===== config.mk =====
export PLATFORM = sky130hd
export DESIGN_NAME = trio_match_counter
export DESIGN_NICKNAME = d
export VERILOG_FILES = /design/src/rtl/trio_match_pkg.sv /design/src/rtl/trio_match_chain.sv /design/src/rtl/trio_ones_count.sv /design/src/rtl/trio_match_counter.sv
export SDC_FILE = /design/constraint.sdc
export NUM_CORES = 1
export LEC_CHECK = 0
export BUFFER_PORTS_ARGS = -buffer_cell sky130_fd_sc_hd__buf_2
export CAP_MARGIN = 20
export CORE_MARGIN = 4
export CORE_UTILIZATION = 61
export DETAILED_ROUTE_END_ITERATION = 8
export PLACE_DENSITY = 0.95
export SLEW_MARGIN = 0
export SYNTH_ARGS = -nofsm -noshare
export SYNTH_HDL_FRONTEND = slang
export SYNTH_SLANG_ARGS = --single-unit

===== constraint.sdc =====
create_clock -name vclk -period 23.8
set_clock_uncertainty 0.2 [all_clocks]
set_input_delay 4.76 -clock vclk [all_inputs]
set_output_delay 4.76 -clock vclk [all_outputs]
set_load 0.005 [all_outputs]

===== src/rtl/trio_match_pkg.sv =====
package trio_match_pkg;

  // Highest number of disjoint 3-bit occurrences that fit in a word.
  function automatic int max_hits(input int width);
    return width / 3;
  endfunction

  // Bits needed to hold values 0..v.
  function automatic int bits_for(input int v);
    int n;
    n = 1;
    while ((1 << n) <= v) n++;
    return n;
  endfunction

endpackage


===== src/rtl/trio_match_chain.sv =====
module trio_match_chain #(
  parameter int DATA_W = 32
) (
  input  logic [DATA_W-1:0] data_i,
  output logic [DATA_W-1:0] flag_o
);

  // Local 101 candidates, one per middle position; the end bits have no pair of neighbours.
  logic [DATA_W-1:0] cand;

  genvar n;
  generate
    for (n = 0; n < DATA_W; n++) begin : g_cand
      if (n == 0 || n == DATA_W-1) begin : g_edge
        assign cand[n] = 1'b0;
      end else begin : g_mid
        assign cand[n] = data_i[n+1] & ~data_i[n] & data_i[n-1];
      end
    end
  endgenerate

  // Greedy resolution from the top: a candidate is taken only when neither of the
  // two positions above it was taken, since those would own its upper bits.
  logic [DATA_W+1:0] acc;

  always_comb begin
    acc = '0;
    for (int k = DATA_W-1; k >= 0; k--) begin
      acc[k] = cand[k] & ~acc[k+1] & ~acc[k+2];
    end
  end

  assign flag_o = acc[DATA_W-1:0];

endmodule


===== src/rtl/trio_ones_count.sv =====
module trio_ones_count #(
  parameter int IN_W  = 32,
  parameter int GRP_W = 4,
  parameter int OUT_W = 4
) (
  input  logic [IN_W-1:0]  vec_i,
  output logic [OUT_W-1:0] ones_o
);

  localparam int NGRP  = (IN_W + GRP_W - 1) / GRP_W;
  localparam int PAD_W = NGRP * GRP_W;
  localparam int GC_W  = trio_match_pkg::bits_for(GRP_W);
  localparam int SUM_W = trio_match_pkg::bits_for(IN_W);

  logic [PAD_W-1:0] padded;
  logic [GC_W-1:0]  grp_cnt [NGRP];
  logic [SUM_W-1:0] total;

  generate
    if (PAD_W > IN_W) begin : g_pad
      assign padded = {{(PAD_W-IN_W){1'b0}}, vec_i};
    end else begin : g_nopad
      assign padded = vec_i;
    end
  endgenerate

  // First level: small counts over fixed slices of the vector.
  genvar g;
  generate
    for (g = 0; g < NGRP; g++) begin : g_grp
      always_comb begin
        grp_cnt[g] = '0;
        for (int b = 0; b < GRP_W; b++) begin
          grp_cnt[g] = grp_cnt[g] + GC_W'(padded[g*GRP_W+b]);
        end
      end
    end
  endgenerate

  // Second level: add the slice counts.
  always_comb begin
    total = '0;
    for (int j = 0; j < NGRP; j++) begin
      total = total + SUM_W'(grp_cnt[j]);
    end
  end

  // The count cannot exceed DATA_W/3, so the narrow output holds every reachable value.
  assign ones_o = total[OUT_W-1:0];

endmodule


===== src/rtl/trio_match_counter.sv =====
module trio_match_counter #(
  parameter int DATA_W = 32,
  parameter int GRP_W  = 4,
  parameter int CNT_W  = trio_match_pkg::bits_for(trio_match_pkg::max_hits(DATA_W))
) (
  input  logic [DATA_W-1:0] data_i,
  output logic [CNT_W-1:0]  count_o
);

  logic [DATA_W-1:0] match_flags;

  trio_match_chain #(
    .DATA_W (DATA_W)
  ) u_chain (
    .data_i (data_i),
    .flag_o (match_flags)
  );

  trio_ones_count #(
    .IN_W  (DATA_W),
    .GRP_W (GRP_W),
    .OUT_W (CNT_W)
  ) u_count (
    .vec_i  (match_flags),
    .ones_o (count_o)
  );

endmodule


# [Yosys cells after proc, flatten, opt, wreduce, memory -nomap -nowiden]
# Cells that the tools add are included.
[op_classes] n_addsub=29 bitwise=176
[op_table] cell="AND 1 bit" count=117
[op_table] cell="inverter 1 bit" count=59
[op_table] cell="adder 3 x 1 -> 3 bit" count=14
[op_table] cell="adder 4 x 3 -> 4 bit" count=6
[op_table] cell="adder 1 x 1 -> 2 bit" count=8
[op_table] cell="adder 3 x 3 -> 4 bit" count=1
[totals] ff_bits=0 input_bits=32 word_cells=205

# [Logic depth before layout (Yosys ltp)]
[logic_depth] word_depth=98 ltp_mapped=23 depth_no_buf=23

# [Modules after synthesis]
# From an unflattened synthesis, not the netlist that was laid out.
[hier_totals] hier_cells=149 hier_area_um2=1293.7
[modules_own_cells] module="trio_ones_count" n_inst=1 cells_per_inst=62 area_per_inst_um2=691.9 seq_area_each_um2=0.0
[modules_own_cells] module="trio_match_chain" n_inst=1 cells_per_inst=87 area_per_inst_um2=601.8 seq_area_each_um2=0.0

# [Worst setup path before layout]
# OpenSTA, ideal clock, no wires.
[synth_path] kind="input-to-output" startpoint="input data_i[29]" endpoint="output count_o[3]" arrival_time_ns=9.389 t_required_ns=18.840 path_slack_ns=9.451 stages=21 path_cell_list="nand2b_4 a311oi_4 o21ai_2 a211oi_4 or2_1 and3_1 ha_1 inv_1 fa_1 inv_1 ha_1 fa_1 inv_1 fa_1 fa_1 fa_1 inv_1 ha_1 xor2_1 xnor2_1 xnor2_1"
[synth_via] elab_chain_len=97 word_cells_on_any_way=121 classes_between="add/sub: 29; bitwise: 92"
[synth_rtl] item="start, declared" line="trio_match_counter.sv:6" source="input logic [DATA_W-1:0] data_i,"
[synth_rtl] item="inverter 1 bit" line="trio_match_chain.sv:17" source="assign cand[n] = data_i[n+1] & ~data_i[n] & data_i[n-1];"
[synth_rtl] item="AND 1 bit (2 in a row)" line="trio_match_chain.sv:17"
[synth_rtl] item="AND 1 bit" line="trio_match_chain.sv:29" source="acc[k] = cand[k] & ~acc[k+1] & ~acc[k+2];"
[synth_rtl] item="inverter 1 bit" line="trio_match_chain.sv:29"
[synth_rtl] item="AND 1 bit (2 in a row)" line="trio_match_chain.sv:29"
[synth_rtl] item="inverter 1 bit" line="trio_match_chain.sv:29"
[synth_rtl] item="AND 1 bit (2 in a row)" line="trio_match_chain.sv:29"
[synth_rtl] item="inverter 1 bit" line="trio_match_chain.sv:29"
[synth_rtl] item="[72 not listed]"
[synth_rtl] item="AND 1 bit (2 in a row)" line="trio_match_chain.sv:29"
[synth_rtl] item="inverter 1 bit"
[synth_rtl] item="AND 1 bit (2 in a row)" line="trio_match_chain.sv:29"
[synth_rtl] item="adder 1 x 1 -> 2 bit" line="trio_ones_count.sv:34" source="grp_cnt[g] = grp_cnt[g] + GC_W'(padded[g*GRP_W+b]);"
[synth_rtl] item="adder 3 x 1 -> 3 bit" line="trio_ones_count.sv:34"
[synth_rtl] item="adder 3 x 3 -> 4 bit" line="trio_ones_count.sv:44" source="total = total + SUM_W'(grp_cnt[j]);"
[synth_rtl] item="adder 4 x 3 -> 4 bit (5 in a row)" line="trio_ones_count.sv:44"
[synth_rtl] item="adder 4 x 3 -> 4 bit (*)" line="trio_ones_count.sv:44"
[synth_rtl] item="end, declared" line="trio_match_counter.sv:7" source="output logic [CNT_W-1:0] count_o"
# Every way passes the cells marked *; elsewhere a longest branch is shown, timed or not.

# [Worst setup path in the final report]
# Same ends and word-level chain as after synthesis.

==> results.cfg <==
[worst_setup_path]
crit_arrival_ns = 10.06
critPathMostFrequentCell = inv_1
crit_path_max_incr_delay_ns = 0.50
cpMaxStageDelayCell = fa_1
cp_max_fo = 6
crit_type = primary input to output port
critPathCaptureType = output port
cp-start-kind = primary input
crit_required_ns = 18.84

[drt]
wirelength_met1_mm = 1.14
ant_nets = 0
drc = 0
dr_wl_met3_um = 171
wl_met2_mm = 1.74
via_per_inst = 5.45
first_pass_iters = 4
top_layer_used = met4
vias = 1243
routedWlPerCell_um = 13.5
drt_iter0_drc = 20
wirelength_mm = 3.09

[timing]
hold_violations = 0
timing.hold.ws_ns = 10.19
tns_ns = 0
slew_violations = 0
setup_viol = 0
fin_crit_ns = 15.02
fin_crit_sh_pct = 63.1
rsz0062_at_grt = no
fmax_mhz = 66.6

[logic_synthesis]
synth-simple-area-share_pct = 22.9
synthTopCellsByArea = fa_1 30%, ha_1 17%, inv_1 10%
synth_top_area_share_pct = 29.7
syn_avg_cell_area_um2 = 8.27
synth-xor-area-share_pct = 5.20
syn_inst = 163
synthMuxAreaShare_pct = 0
synth_adder_area_share_pct = 46.4
synth.most_common_cell = inv_1
yosys_warnings = 0
syn-cell-area_mm2 = 0.00135
synth_common_cells = 37 x inv_1, 20 x fa_1, 18 x ha_1
synth_area_leader_cell = fa_1
synth_cell_types = 37
seq_area_frac_synth_pct = 0
synth_compound_area_share_pct = 14.0
synth_top_family_by_area = adder cells

[die]
initial_core_util_pct = 66.6
core.rowCount = 16
die_area_mm2 = 0.00303
ioPinCount = 36
core_area_mm2 = 0.00202
die_w_um = 55
die_h_um = 55

[finish]
n_sequential_cell = 0
clkbuf_count = 0
final_area_mm2 = 0.00157
num-nets-final = 273
stdcell_count = 228
layout-drive-gt1-share_pct = 21.4
area_growth_pct = 16.4
ff_latch_area_um2 = 0
diodes = 0

[power_and_ir_drop]
combPwrFrac_pct = 100.0
powerDensity_mw_per_mm2 = 33.4
swShare_pct = 51.7
leakagePower_nw = 0.843
p_clk_share_pct = 0
power.internal_w = 0.0000253
p_switching_w = 0.0000271
vdd_ir_drop_max_v = 0.0000388
p_seq_share_pct = 0

[place]
portBuffers = 36
place_congestion = 0.840
place_hpwl_mm = 2.88
dpl.cell_count = 228
placed_area_mm2 = 0.00157

[grt]
grt_pass1_vias = 1236
antenna_found_initial = 0
grt_max_degree = 7
gr-total-overflow = 0
track_usage_pct = 22.3
grt_pass1_wl_mm = 5.00

[job]
cap_violations = 0

[cts]
post_cts_buffers = 0
postCtsHoldBufs = 0
cts_resized = 0

[worst_hold_path]
hold_class = primary input to output port

[run_status]
outcome = finished, final reports clean
## stage by stage
step           setup WS [ns]   power, W  util, %
6_report                8.78  0.0000525     77.6
5_1_grt                 8.56  0.0000603     77.6
4_1_cts                 8.76  0.0000539     77.6
3_5_place_dp            8.76  0.0000534     77.6
3_3_place_gp            9.08  0.0000485     77.6
2_1_floorplan           9.45  0.0000334        -
## cells in the final DEF (no fill, tap or decap), types with 5 or more instances in the layout
master    instances
and3_1            5
buf_2            36
fa_1             20
ha_1             18
inv_1            37
nand2_1          15
nand2b_1          6
nor2_1            5
nor2b_1           7
xnor2_1           5
## worst paths after layout
check          to  startpoint  depth (start not counted)  slack, ns
max    count_o[3]  data_i[29]                         25       8.78
min    count_o[0]   data_i[2]                          7      10.19
## power by group through the flow
stage	Combinational [W]	Clock, W	Sequential (W)
final	0.0000525	0	0
after global routing	0.0000603	0	0
after CTS	0.0000539	0	0
after detailed placement	0.0000534	0	0
after global placement	0.0000485	0	0
after floorplan	0.0000334	0	0
## per-layer routing
layer | up-vias | global-route usage [%]
li1 | 601 | -
met1 | 588 | 24.1
met2 | 50 | 46.5
met3 | 4 | 1.07
met4 | 0 | 4.45
met5 | - | 0
## worst max-delay path, delay by kind of cell
| family | cells | cell delay (ns) |
|---|---|---|
| fa+ha+maj | 8 | 2.67 |
| xor+xnor | 3 | 0.50 |
| simple gates | 3 | 0.53 |
| compound gates | 3 | 0.89 |
| buf+inv | 8 | 0.69 |
## layout make-up
cell class	count	area [um2]
inverter	39	146
timing repair buffer	36	180
tap	27	33.8
fill	153	453
multi-input combinational	126	1210
## kinds of logic after synthesis
| kind of cell | Yosys count |
|---|---|
| XOR/XNOR | 8 |
| other | 2 |
| AND/OR/NAND/NOR | 54 |
| AO/OA/AOI/OAI | 22 |
| buffers and inverters | 39 |
| adder cells (fa/ha/maj) | 38 |
No activity file was read; power rests on OpenSTA's default activity.
